[config.mk]
export PLATFORM = sky130hd
export DESIGN_NAME = ternary_pwm_gen
export DESIGN_NICKNAME = d
export VERILOG_FILES = /design/src/rtl/pwm_pkg.sv /design/src/rtl/pwm_edge_det.sv /design/src/rtl/pwm_tap_mux.sv /design/src/rtl/pwm_slice.sv /design/src/rtl/ternary_pwm_gen.sv
export SDC_FILE = /design/constraint.sdc
export NUM_CORES = 1
export LEC_CHECK = 0
export BUFFER_PORTS_ARGS = -buffer_cell sky130_fd_sc_hd__clkbuf_2
export CORE_UTILIZATION = 25
export CTS_CLUSTER_SIZE = 28
export DETAILED_ROUTE_END_ITERATION = 8
export REMOVE_ABC_BUFFERS = 1
export SYNTH_ARGS = -nofsm -noshare
export SYNTH_HDL_FRONTEND = slang
export SYNTH_SLANG_ARGS = --single-unit
export TNS_END_PERCENT = 1
[constraint.sdc]
create_clock -name clk_i -period 2.6 [get_ports clk_i]
set_clock_uncertainty 0.1 [all_clocks]
set_input_delay 0.39 -clock clk_i [delete_from_list [all_inputs] [get_ports clk_i]]
set_output_delay 0.39 -clock clk_i [all_outputs]
set_load 0.1 [all_outputs]
[src/rtl/pwm_pkg.sv]
package pwm_pkg;
  localparam int unsigned SAMPLE_W = 16;
  localparam int unsigned FINE_W   = 3;

  typedef enum logic [1:0] {
    ST_IDLE  = 2'd0,
    ST_COUNT = 2'd1,
    ST_FINE  = 2'd2
  } pwm_state_e;
endpackage

[src/rtl/pwm_edge_det.sv]
module pwm_edge_det (
  input  logic clk_i,
  input  logic rst_ni,
  input  logic strobe_i,
  output logic rise_o
);
  logic strobe_q;

  // reset to 1: a strobe already high at reset release is not an edge
  always_ff @(posedge clk_i or negedge rst_ni) begin
    if (!rst_ni) strobe_q <= 1'b1;
    else         strobe_q <= strobe_i;
  end

  assign rise_o = strobe_i & ~strobe_q;
endmodule

[src/rtl/pwm_tap_mux.sv]
module pwm_tap_mux #(
  parameter int unsigned SEL_W = 3,
  localparam int unsigned N_TAPS = 1 << SEL_W
) (
  input  logic [N_TAPS-1:0] taps_i,
  input  logic [SEL_W-1:0]  sel_i,
  output logic              hit_o
);
  always_comb begin
    hit_o = 1'b0;
    for (int k = 0; k < N_TAPS; k++) begin
      if (sel_i == SEL_W'(k)) hit_o = taps_i[k];
    end
  end
endmodule

[src/rtl/pwm_slice.sv]
module pwm_slice
  import pwm_pkg::*;
#(
  parameter int unsigned SMP_W = SAMPLE_W,
  parameter int unsigned FIN_W = FINE_W,
  localparam int unsigned CRS_W  = SMP_W - FIN_W,
  localparam int unsigned N_TAPS = 1 << FIN_W
) (
  input  logic              clk_i,
  input  logic              rst_ni,
  input  logic              load_i,
  input  logic [SMP_W-1:0]  sample_i,
  input  logic [N_TAPS-1:0] tap_i,
  output logic              pwm_o
);
  pwm_state_e       state_q;
  logic [CRS_W-1:0] cnt_q;
  logic [FIN_W-1:0] sel_q;
  logic             tap_hit;

  pwm_tap_mux #(.SEL_W(FIN_W)) i_tap_mux (
    .taps_i (tap_i),
    .sel_i  (sel_q),
    .hit_o  (tap_hit)
  );

  always_ff @(posedge clk_i or negedge rst_ni) begin
    if (!rst_ni) begin
      state_q <= ST_IDLE;
      cnt_q   <= '0;
      sel_q   <= '0;
      pwm_o   <= 1'b0;
    end else if (load_i) begin
      state_q <= ST_COUNT;
      cnt_q   <= sample_i[SMP_W-1:FIN_W];
      sel_q   <= sample_i[FIN_W-1:0];
      pwm_o   <= 1'b1;
    end else begin
      unique case (state_q)
        ST_COUNT: begin
          if (cnt_q == '0) state_q <= ST_FINE;
          else             cnt_q   <= cnt_q - 1'b1;
        end
        ST_FINE: begin
          if (tap_hit) begin
            pwm_o   <= 1'b0;
            state_q <= ST_IDLE;
          end
        end
        default: ;
      endcase
    end
  end
endmodule

[src/rtl/ternary_pwm_gen.sv]
module ternary_pwm_gen
  import pwm_pkg::*;
#(
  parameter int unsigned SMP_W = SAMPLE_W,
  parameter int unsigned FIN_W = FINE_W,
  localparam int unsigned N_TAPS = 1 << FIN_W
) (
  input  logic              clk_i,
  input  logic              rst_ni,
  input  logic              reload_i,
  input  logic [SMP_W-1:0]  sample_i,
  input  logic [N_TAPS-1:0] tap_i,
  output logic              pwm_a_o,
  output logic              pwm_b_o
);
  logic       load;
  logic [1:0] pwm;

  pwm_edge_det i_edge_det (
    .clk_i    (clk_i),
    .rst_ni   (rst_ni),
    .strobe_i (reload_i),
    .rise_o   (load)
  );

  for (genvar g = 0; g < 2; g++) begin : gen_slice
    logic [SMP_W-1:0] slice_sample;
    if (g == 0) begin : gen_true
      assign slice_sample = sample_i;
    end else begin : gen_inv
      assign slice_sample = ~sample_i;
    end

    pwm_slice #(.SMP_W(SMP_W), .FIN_W(FIN_W)) i_slice (
      .clk_i    (clk_i),
      .rst_ni   (rst_ni),
      .load_i   (load),
      .sample_i (slice_sample),
      .tap_i    (tap_i),
      .pwm_o    (pwm[g])
    );
  end

  assign pwm_a_o = pwm[0];
  assign pwm_b_o = pwm[1];
endmodule

-- After elaboration in Yosys (flattened, before gate mapping)
Index checks and enable logic that the tools add are counted.
- bits in registers: 39
- input bits: 27
- output and inout port bits: 2
- add/subtract/negate cells: 2
- eq/ne operators: 24
- mux-type cells: 36
- bitwise operators: 3
- reduce and logical (&&, ||, !) cells: 18
- operators with widths (cell ; count):
    $mux W13 ; 6
    $logic_not A13 Y1 ; 2
    $sub A13 B1 Y13 const B ; 2
    $eq A3 B3 Y1 const B ; 8
    $mux W1 ; 22
    $not A16 Y16 ; 1
    $eq A3 B2 Y1 const B ; 4
    $mux W2 ; 6
    $reduce_bool A2 Y1 ; 6
    $pmux W2 S2 ; 2
    $reduce_and A2 Y1 ; 4
    $eq A3 B1 Y1 const B ; 2
    $logic_not A3 Y1 ; 2
    $ne A3 B2 Y1 const B ; 2
    $reduce_and A3 Y1 ; 2
    $reduce_bool A3 Y1 ; 2
    $eq A2 B1 Y1 const B ; 2
    $eq A2 B2 Y1 const B ; 2
    $ne A3 B1 Y1 const B ; 1
    $ne A3 B3 Y1 const B ; 1
    $ne A2 B1 Y1 const B ; 1
    $ne A2 B2 Y1 const B ; 1
    $and A1 B1 Y1 ; 1
    $not A1 Y1 ; 1

-- Logic depth before layout (Yosys ltp)
Gate-level depths: netlist of run 1.
- depth after elaboration: 12
- mapped depth: 8

-- Hierarchy
A second synthesis of run 1 with hierarchy kept.
- cell total of the unflattened synthesis: 258
- area, all modules: 2467.4 µm²
- modules (own cells, without submodules) (module ; times used ; cells each ; area an instance (µm²) ; sequential area each (µm²)):
    pwm_slice ; 2 ; 117 ; 1119.8 ; 475.5
    pwm_tap_mux ; 2 ; 3 ; 63.8 ; 0.0
    ternary_pwm_gen ; 1 ; 16 ; 60.1 ; 0.0
    pwm_edge_det ; 1 ; 2 ; 40.0 ; 26.3

-- Worst setup path before layout of run 1
OpenSTA, ideal clock, no wires.
- kind: reg2reg
- start point: register gen_slice[0].i_slice.cnt_q[0]
- end point: register gen_slice[0].i_slice.cnt_q[6]
- arrival time: 2.052 ns
- data required time: 2.418 ns
- setup slack: 0.366 ns
- cell stages (with the launch flop): 8
- cell sequence: dfrtp_1 > inv_1 > ha_1 > or4b_1 > or2_0 > clkbuf_1 > or4_1 > a31oi_1
- longest elaborated chain between the ends: 4
- elaborated cells between the ends (all ways): 7
- ends and longest elaborated chain (element ; RTL line ; RTL):
    start, declared ; pwm_slice.sv:17 ; logic [CRS_W-1:0] cnt_q;
    start signal, assigned ; pwm_slice.sv:35 ; cnt_q <= sample_i[SMP_W-1:FIN_W];
    start signal, assigned ; pwm_slice.sv:42 ; else cnt_q <= cnt_q - 1'b1;
    $sub A13 B1 Y13 ; pwm_slice.sv:42 ;
    $mux W13 ; pwm_slice.sv:41 ; if (cnt_q == '0) state_q <= ST_FINE;
    $mux W13 ; pwm_slice.sv:39 ; unique case (state_q)
    $mux W13 ; pwm_slice.sv:33 ; end else if (load_i) begin
Parallel ways exist; a longest one is shown, timed or not. The select of a mux whose other input is x is not followed.
A chain may end at the register's enable or synchronous reset.

-- Worst setup path after layout of run 1
- start point: register gen_slice[0].i_slice.cnt_q[0]
- end point: register gen_slice[0].i_slice.cnt_q[10]
The elaborated chain is that of the path after synthesis.

==> results of run 1 <==
==> cell usage after synthesis (all sizes together) <==
master	instances	area, µm²
nor3	5	25.0
ha	4	50.1
inv	11	41.3
or3	14	93.8
o311ai	2	17.5
and2	6	37.5
o31ai	9	67.6
dfrtp	38	951
nor3b	1	7.51
or4b	2	20.0
nor2	13	48.8
o211a	3	30.0
dfstp	1	26.3
nand3	5	25.0
or4	10	77.6
buf	3	15.0
nor2b	2	12.5
o41ai	3	33.8
o31a	4	35.0
o21bai	1	7.51
clkbuf	12	45.0
a31oi	13	81.3
a2bb2oi	1	8.76
o41a	1	12.5
nand2b	3	18.8
nand2	21	78.8
mux2i	4	40.0
a21oi	5	25.0
or4bb	1	11.3
o21ai	12	60.1
and4	1	8.76
nand4b	2	17.5
mux4	4	90.1
or2	3	18.8
nand4	4	25.0
nor4	7	43.8
a211oi	1	7.51
o211ai	2	15.0
==> final cells by class <==
cell class | count | share of cell area
Multi-Input combinational cell | 169 | 0.437
Sequential cell | 39 | 0.370
Timing Repair Buffer | 36 | 0.0816
Tap cell | 108 | 0.0512
Clock buffer | 6 | 0.0313
Inverter | 11 | 0.0156
Clock inverter | 2 | 0.0133
==> worst paths after layout <==
kind                                                            from                                          to  slack [ps]  cells past startpoint
hold reg to reg            gen_slice[0].i_slice.sel_q[1]$_DFFE_PN0P_   gen_slice[0].i_slice.sel_q[1]$_DFFE_PN0P_         410                      2
min in group asynchronous                                     rst_ni   gen_slice[1].i_slice.cnt_q[7]$_DFFE_PN0P_         520                      2
hold / removal                                              reload_i               i_edge_det.strobe_q$_DFF_PN1_         100                      1
setup / recovery           gen_slice[0].i_slice.cnt_q[0]$_DFFE_PN0P_  gen_slice[0].i_slice.cnt_q[10]$_DFFE_PN0P_         240                      6
max in group asynchronous                                     rst_ni               i_edge_det.strobe_q$_DFF_PN1_        1140                      3
setup reg to reg           gen_slice[0].i_slice.cnt_q[0]$_DFFE_PN0P_  gen_slice[0].i_slice.cnt_q[10]$_DFFE_PN0P_         240                      6
==> registers in the layout, indices dropped and copies added, names as in the netlist <==
name                       flops
gen_slice.i_slice.sel_q        6
gen_slice.i_slice.cnt_q       26
i_edge_det.strobe_q            1
gen_slice.i_slice.pwm_o        2
gen_slice.i_slice.state_q      4
==> where the power goes <==
group	internal [mW]	switching, mW
Sequential	0.750	0.142
Clock	0.311	0.212
Combinational	0.298	0.368
Total	1.36	0.722
==> what timing repair did <==
action                                  4_1_cts  5_1_grt
hold endpoints to repair                     19        0
endpoints found under the setup margin        0        0
resized for setup                             0        0
buffers inserted                              0        0
hold buffers                                  1        0
==> kinds of logic (layout without fill, tap and decap cells) <==
kind of cell / count (synthesis) / after routing / share of synthesized area
simple gates: 100 / 100 / 0.256
compound gates: 57 / 57 / 0.180
flops: 39 / 39 / 0.438
buf+inv: 26 / 55 / 0.0454
mux: 8 / 8 / 0.0583
fa+ha+maj: 4 / 4 / 0.0224
==> cells in the final DEF (no fill, tap or decap), types with 3 or more instances in the layout <==
cell       n
o211a_1    3
o31ai_1    9
o31a_1     4
a21oi_1    5
o21ai_0   12
ha_1       4
nor2_1    13
mux4_2     4
nor4_1     7
nor3_1     5
clkbuf_2  28
inv_1     11
dfrtp_1   38
nand4_1    4
or4_1      8
nand2_1   21
mux2i_1    4
a31oi_1   13
nand2b_1   3
clkbuf_8   6
or3_1     12
buf_4      6
nand3_1    5
and2_1     6
==> per-layer routing <==
| layer | GRT usage | vias to the layer above | share of wire |
|---|---|---|---|
| li1 | - | 944 | - |
| met1 | 0.181 | 916 | 0.50 |
| met2 | 0.181 | 57 | 0.44 |
| met3 | 0.0282 | 2 | 0.060 |
| met4 | 0.0257 | 0 | 0.0041 |
| met5 | 0 | - | 0 |
==> worst max-delay path, cell delays in order (launching register included) <==
cell and delay, ps:
dfrtp_1 380, inv_1 80, ha_1 190, or4b_1 500, or2_0 350, or4_1 500, a31oi_1 180
==> run_results.csv, run 1 <==
group,metric,value,unit
timing,rsz0062_at_grt,"no",
power,leakage,1.08,nW
route,dr.pass1.iters,4,
flow_run,cap_violations,0,
power,p_per_area,788,nW/µm²
global_route,grt_usage,0.122,
min_path,holdCritPathClass,"primary input to flop",
power,ir_drop,0.249,mV
route,ant_nets,0,
clock_tree,cts_buffers,5,
route,drt_iter0_drc,100,
route,num_vias,1919,
timing,final-max-slew-violation-count,0,
clock_tree,path_clk_slew,80,ps
timing,timing.setup.tns,0,ps
timing,fin_crit,2360,ps
route,routed_via_density,5.17,
timing,worst_pin_slew,556,ps
logic_synthesis,yosysSeqAreaShare,0.438,
die,rows,34,
finish,stdcell_area,2640,µm²
clock_tree,cts.sinks,39,
critical_path,worstSetupEndpointType,"flop",
finish,n_fill_cell,926,
finish,register_area,977,µm²
timing,hold_slack,103,ps
place,dp_cells,362,
timing,setup_viol,0,
clock_tree,clk_latency,290,ps
clock_tree,htreeDepth,2,
place,hpwl,3860,µm
global_route,grt_pass1_wl,8710,µm
finish,post_route_cells_drive_above_1_share,0.217,
timing,relSlewSlack,0.629,
finish,fin_cells,371,
critical_path,critPathKind,"flop to flop",
clock_tree,cts_tree,"built",
critical_path,arrival,2460,ps
logic_synthesis,ys_warn_count,0,
die,die_x,96.5,µm
timing,setup_slack,243,ps
place,gp_congestion,0.773,
finish,area.growth.synth_to_final,18.3,%
global_route,grt_max_degree,44,
power,p_total,2.08,mW
logic_synthesis,synth.cell_area,2230,µm²
die,design.die.area,9310,µm²
route,avgRoutedWirePerCell,14.4,µm
die,dieHeight,96.5,µm
logic_synthesis,ys_ff_latch,39,
critical_path,cp_max_fo,8,
clock_tree,cts-root-buf,"clkbuf_8",
timing,max_freq,424,MHz
critical_path,required,2700,ps
die,initial_utilization,0.257,
clock_tree,clock_path_buffers,2,
finish,utilization,0.304,
global_route,antenna_found_initial,0,
critical_path,worst_setup_path_start_kind,"flop",
place,io_buffers,28,
global_route,grt_pass1_vias,1756,
run_status,status,"completed",
finish,nNetsFinal,293,
die,ios,29,
timing,post-route-period-util,0.907,
place,dp_slack,219,ps
logic_synthesis,syn_avg_cell_area,9.53,µm²
global_route,overflow,0,
place,placed_area,2510,µm²
die,core,8680,µm²
logic_synthesis,synth_cell_type_count,44,
finish,diodes,0,
route,drcViolationCount,0,
timing,hold_viol_final,0,
logic_synthesis,syn_inst,234,
route,drt_wl_total,5340,µm
finish,multi_input_area,1150,µm²
No activity file was read; power rests on OpenSTA's default activity.
==> inputs of run 2 (changes only) <==
--- a/config.mk
+++ b/config.mk
@@ -5,10 +5,11 @@
 export SDC_FILE = /design/constraint.sdc
 export NUM_CORES = 1
 export LEC_CHECK = 0
-export BUFFER_PORTS_ARGS = -buffer_cell sky130_fd_sc_hd__clkbuf_2
-export CORE_UTILIZATION = 25
+export CORE_UTILIZATION = 55
 export CTS_CLUSTER_SIZE = 28
 export DETAILED_ROUTE_END_ITERATION = 8
+export DONT_BUFFER_PORTS = 1
+export PLACE_DENSITY = 0.7
 export REMOVE_ABC_BUFFERS = 1
 export SYNTH_ARGS = -nofsm -noshare
 export SYNTH_HDL_FRONTEND = slang
==> run_results.csv, run 2 (synthesized netlist as in run 1, its figures left out) <==
group,metric,value,unit
run_status,status,"completed",
global_route,grt_usage,0.273,
finish,largest_reg_flops,26,
finish,post_route_cells_drive_above_1_share,0.130,
route,met3WireLength,356,µm
timing,relSlewSlack,0.403,
place,gp_congestion,0.803,
global_route,overflow,0,
clock_tree,cts_tree,"built",
timing,worst_pin_slew,895,ps
critical_path,ff2ff_path_depth,6,
place,hpwl,3740,µm
critical_path,required,2700,ps
clock_tree,cts-root-buf,"clkbuf_8",
power,leakage,0.957,nW
route,drt_wl_total,5150,µm
route,ant_nets,0,
critical_path,worst_setup_path_start_kind,"flop",
finish,n_fill_cell,310,
finish,layout_commonest_cell,"dfrtp_1",
timing,hold_viol_final,0,
route,wl_met1,2200,µm
timing,final-max-slew-violation-count,0,
finish,diodes,0,
timing,rsz0062_at_grt,"no",
power,p_per_area,809,nW/µm²
min_path,holdCritPathClass,"primary input to flop",
clock_tree,cts.sinks,39,
timing,max_freq,409,MHz
critical_path,max_stage_delay,500,ps
clock_tree,clk_latency,300,ps
clock_tree,cts_buffers,5,
timing,timing.setup.tns,0,ps
critical_path,slowest_stage,"or4b_1",
critical_path,worstSetupEndpointType,"flop",
route,avgRoutedWirePerCell,18.0,µm
route,routed_via_density,6.55,
route,num_vias,1872,
finish,reg_top3,"gen_slice.i_slice.cnt_q x26, gen_slice.i_slice.sel_q x6, gen_slice.i_slice.state_q x4",
route,drcViolationCount,0,
critical_path,crit_path_cell_trace,"inv_1 > ha_1 > or4b_1 > or2_0 > or4_1 > a31oi_1",
place,io_buffers,0,
die,core,3770,µm²
finish,register_area,977,µm²
finish,area.growth.synth_to_final,8.47,%
power,ir_drop,0.751,mV
global_route,antenna_found_initial,0,
finish,top_register,"gen_slice.i_slice.cnt_q",
die,design.die.area,4320,µm²
clock_tree,clock_path_buffers,2,
flow_run,cap_violations,0,
route,drt_iter0_drc,118,
critical_path,worst_r2r_endpoint,"gen_slice[0].i_slice.cnt_q[10]$_DFFE_PN0P_",
clock_tree,cts-resized-gates,0,
min_path,whs_endpoint,"gen_slice[1].i_slice.cnt_q[6]$_DFFE_PN0P_",
critical_path,critPathKind,"flop to flop",
critical_path,cp_max_fo,8,
timing,setup_slack,158,ps
min_path,min-delay-start,"sample_i[9]",
die,die_x,65.7,µm
clock_tree,path_clk_slew,80,ps
finish,mostFrequentLayoutCells,"dfrtp_1, nand2_1, nor2_1, a31oi_1",
critical_path,ff2ff_setup_slack,160,ps
timing,setup_viol,0,
route,dr.pass1.iters,4,
clock_tree,htreeDepth,2,
route,met2_length,2530,µm
die,initial_utilization,0.592,
power,p_total,1.96,mW
die,rows,22,
critical_path,reg2reg_from,"gen_slice[0].i_slice.cnt_q[0]$_DFFE_PN0P_",
die,ios,29,
global_route,grt_pass1_wl,8780,µm
finish,nNetsFinal,268,
critical_path,arrival,2540,ps
timing,fin_crit,2440,ps
min_path,min_path_cells,1,
timing,post-route-period-util,0.939,
die,dieHeight,65.7,µm
finish,multi_input_area,1150,µm²
route,highest_layer,"met4",
global_route,grt_max_degree,40,
global_route,grt_pass1_vias,1915,
place,dp_slack,190,ps
timing,hold_slack,85.0,ps
run 2: layer usage:
metal | up-vias | GRT usage
met5 | - | 0
met4 | 0 | 0.0924
met3 | 7 | 0.0816
met2 | 62 | 0.460
met1 | 916 | 0.329
li1 | 887 | -
run 2: worst max-delay path, delay by kind of cell (launching register included):
kind                       cells  cell delay [ps]
AOI/OAI and AO/OA              1              230
and+or+nand+nor                3             1340
DFF                            1              400
adders and majority gates      1              200
buffers and inverters          1               90
run 2: worst max-delay path by stage:
stage | startpoint | slack, ps | depth (start not counted) | endpoint
after floorplan | gen_slice[0].i_slice.cnt_q[7]$_DFFE_PN0P_ | 330 | 4 | gen_slice[0].i_slice.cnt_q[7]$_DFFE_PN0P_
after global placement | gen_slice[0].i_slice.cnt_q[0]$_DFFE_PN0P_ | 340 | 6 | gen_slice[0].i_slice.cnt_q[10]$_DFFE_PN0P_
after detailed placement | gen_slice[0].i_slice.cnt_q[0]$_DFFE_PN0P_ | 190 | 6 | gen_slice[0].i_slice.cnt_q[10]$_DFFE_PN0P_
after CTS | gen_slice[0].i_slice.cnt_q[0]$_DFFE_PN0P_ | 150 | 6 | gen_slice[0].i_slice.cnt_q[10]$_DFFE_PN0P_
after global routing | gen_slice[0].i_slice.cnt_q[0]$_DFFE_PN0P_ | 30 | 6 | gen_slice[0].i_slice.cnt_q[10]$_DFFE_PN0P_
final | gen_slice[0].i_slice.cnt_q[0]$_DFFE_PN0P_ | 160 | 6 | gen_slice[0].i_slice.cnt_q[10]$_DFFE_PN0P_
run 2: timing repair:
action | CTS | global route
endpoints found under the hold margin | 40 | 0
hold buffers | 3 | 0
setup buffers | 0 | 0
run 2: report_power, final:
group,internal [mW],switching [mW]
Combinational,0.283,0.305
Clock,0.187,0.230
Sequential,0.748,0.204
Total,1.22,0.739
run 2: metrics by stage:
step / instances / utilization / area, µm²
global placement: 275 / 0.607 / 2290
global route: 286 / 0.642 / 2420
floorplan: 219 / - / 2170
finish: 286 / 0.642 / 2420
detailed placement: 275 / 0.607 / 2290
CTS: 286 / 0.642 / 2420
run 2: cell type report:
type | count | area share
Tap cell | 48 | 0.0248
Clock inverter | 3 | 0.00827
Sequential cell | 39 | 0.404
Timing Repair Buffer | 11 | 0.0414
Multi-Input combinational cell | 169 | 0.476
Clock buffer | 5 | 0.0284
Inverter | 11 | 0.0171
==> inputs of run 3 (changes only) <==
--- a/config.mk
+++ b/config.mk
@@ -9,7 +9,7 @@
 export CTS_CLUSTER_SIZE = 28
 export DETAILED_ROUTE_END_ITERATION = 8
 export DONT_BUFFER_PORTS = 1
-export PLACE_DENSITY = 0.7
+export PLACE_DENSITY = 0.66
 export REMOVE_ABC_BUFFERS = 1
 export SYNTH_ARGS = -nofsm -noshare
 export SYNTH_HDL_FRONTEND = slang
==> run_results.csv, run 3 (synthesized netlist as in run 1, its figures left out) <==
group,metric,value,unit
run_status,status,"completed",
critical_path,reg2reg_from,"gen_slice[0].i_slice.cnt_q[0]$_DFFE_PN0P_",
power,p_per_area,810,nW/µm²
critical_path,arrival,2530,ps
clock_tree,cts_tree,"built",
timing,hold_slack,80.8,ps
place,hpwl,3650,µm
clock_tree,cts_setup_buffers,0,
finish,utilization,0.638,
route,ant_nets,0,
min_path,holdCritPathClass,"primary input to flop",
power,clock_power_share,0.216,
clock_tree,clock_path_buffers,2,
critical_path,ff2ff_setup_slack,180,ps
power,power.internal,1.24,mW
route,avgRoutedWirePerCell,18.0,µm
timing,max_freq,414,MHz
clock_tree,path_clk_slew,70,ps
die,initial_utilization,0.592,
global_route,use_met1,0.315,
timing,rsz0062_at_grt,"no",
critical_path,max_stage_delay,510,ps
route,drcViolationCount,0,
clock_tree,cts_buffers,5,
die,dieHeight,65.7,µm
finish,n_fill_cell,294,
min_path,min_path_cells,1,
min_path,whs_endpoint,"gen_slice[1].i_slice.cnt_q[12]$_DFFE_PN0P_",
clock_tree,htreeDepth,2,
die,core,3770,µm²
finish,mostFrequentLayoutCells,"dfrtp_1, nand2_1, nor2_1, a31oi_1",
finish,post_route_cells_drive_above_1_share,0.119,
finish,top_register,"gen_slice.i_slice.cnt_q",
timing,relSlewSlack,0.406,
timing,final-max-slew-violation-count,0,
die,die_x,65.7,µm
critical_path,required,2710,ps
finish,layout_commonest_cell,"dfrtp_1",
place,gp_congestion,0.810,
global_route,met3_usage,0.0694,
power,ir_drop,0.677,mV
global_route,grt_max_degree,40,
critical_path,path_delay_family,"simple AND/OR/NAND/NOR gates",
finish,nNetsFinal,266,
power,leakage,0.956,nW
critical_path,ff2ff_path_depth,6,
critical_path,worst_setup_path_start_kind,"flop",
finish,area.growth.synth_to_final,7.91,%
finish,largest_reg_flops,26,
global_route,grt_usage,0.273,
route,num_vias,1848,
global_route,use_met2,0.486,
die,design.die.area,4320,µm²
critical_path,slowest_stage,"or4b_1",
place,io_buffers,0,
timing,timing.setup.tns,0,ps
power,p_sw,0.713,mW
timing,fin_crit,2420,ps
finish,reg_top3,"gen_slice.i_slice.cnt_q x26, gen_slice.i_slice.sel_q x6, gen_slice.i_slice.state_q x4",
min_path,min-delay-start,"sample_i[15]",
critical_path,critPathKind,"flop to flop",
finish,diodes,0,
die,ios,29,
global_route,overflow,0,
route,drt_iter0_drc,132,
clock_tree,cts-root-buf,"clkbuf_8",
global_route,grt_pass1_wl,8760,µm
critical_path,critPathBufInv,1,
power,seq_power_share,0.488,
timing,hold_viol_final,0,
route,dr.pass1.iters,4,
timing,worst_pin_slew,891,ps
critical_path,worst_r2r_endpoint,"gen_slice[0].i_slice.cnt_q[6]$_DFFE_PN0P_",
clock_tree,clk_latency,290,ps
clock_tree,cts.sinks,39,
timing,post-route-period-util,0.930,
critical_path,worstSetupEndpointType,"flop",
power,swShare,0.366,
route,routed_via_density,6.51,
critical_path,cp_max_fo,8,
global_route,grt_pass1_vias,1949,
global_route,antenna_found_initial,0,
route,drt_wl_total,5100,µm
timing,setup_viol,0,
global_route,busiest_layer,"met2",
flow_run,cap_violations,0,
die,rows,22,
critical_path,crit_path_cell_trace,"inv_1 > ha_1 > or4b_1 > or2_0 > or4_1 > a31oi_1",
power,p_comb_frac,0.296,
[run 3: cell count changes in the layout (fill, tap and decap cells not counted)]
cell | previous run | this run
clkbuf_1 | 0 | 1
clkinvlp_4 | 2 | 0
buf_4 | 8 | 6
clkbuf_8 | 5 | 6
[run 3: per-layer routing]
layer / part of all wire / up-vias
met5: 0 / -
met4: 0.013 / 0
met3: 0.056 / 8
met2: 0.50 / 52
met1: 0.43 / 900
li1: - / 888
[run 3: worst reg2reg max path, delay by kind of cell, from the launching register on]
kind,cells,cell delay (ps)
and+or+nand+nor,3,1370
DFF,1,390
adders and majority gates,1,200
AOI/OAI and AO/OA,1,190
buffers and inverters,1,80
[run 3: worst max path at each step]
stage,startpoint,end,slack [ps],cells after the start
finish,gen_slice[0].i_slice.cnt_q[0]$_DFFE_PN0P_,gen_slice[0].i_slice.cnt_q[6]$_DFFE_PN0P_,180,6
floorplan,gen_slice[0].i_slice.cnt_q[7]$_DFFE_PN0P_,gen_slice[0].i_slice.cnt_q[7]$_DFFE_PN0P_,330,4
detailed placement,gen_slice[0].i_slice.cnt_q[0]$_DFFE_PN0P_,gen_slice[0].i_slice.cnt_q[6]$_DFFE_PN0P_,200,6
global placement,gen_slice[0].i_slice.cnt_q[7]$_DFFE_PN0P_,gen_slice[0].i_slice.cnt_q[11]$_DFFE_PN0P_,330,4
global route,gen_slice[0].i_slice.cnt_q[0]$_DFFE_PN0P_,gen_slice[0].i_slice.cnt_q[6]$_DFFE_PN0P_,40,6
CTS,gen_slice[0].i_slice.cnt_q[0]$_DFFE_PN0P_,gen_slice[0].i_slice.cnt_q[6]$_DFFE_PN0P_,190,6
[run 3: per-stage QoR]
stage                     cell area, µm²  worst slack, ps  cells  total power, mW
after CTS                           2410              191    284             1.96
final                               2410              183    284             1.95
after global placement              2280              334    273             1.47
after detailed placement            2280              197    273             1.52
after global routing                2410             39.4    284             2.09
after floorplan                     2170              332    219             1.35
[run 3: layout make-up]
| class | count | area [µm²] | area share |
|---|---|---|---|
| Sequential cell | 39 | 977 | 0.406 |
| Multi-Input combinational cell | 169 | 1150 | 0.479 |
| Clock inverter | 1 | 5.00 | 0.00208 |
| Clock buffer | 7 | 86.3 | 0.0359 |
| Timing Repair Buffer | 9 | 85.1 | 0.0353 |
| Tap cell | 48 | 60.1 | 0.0249 |
| Inverter | 11 | 41.3 | 0.0172 |
[run 3: what timing repair did]
item,in CTS,in global routing
endpoints found under the hold margin,40,0
endpoints found under the setup margin,0,0
hold buffers,3,0
gates resized for setup,0,0
[run 3: power groups by stage]
stage	logic, mW	clock network [mW]	registers [mW]
floorplan	0.432	0	0.919
global placement	0.519	0	0.950
detailed placement	0.558	0	0.958
CTS	0.579	0.431	0.949
global route	0.666	0.449	0.973
finish	0.578	0.421	0.951
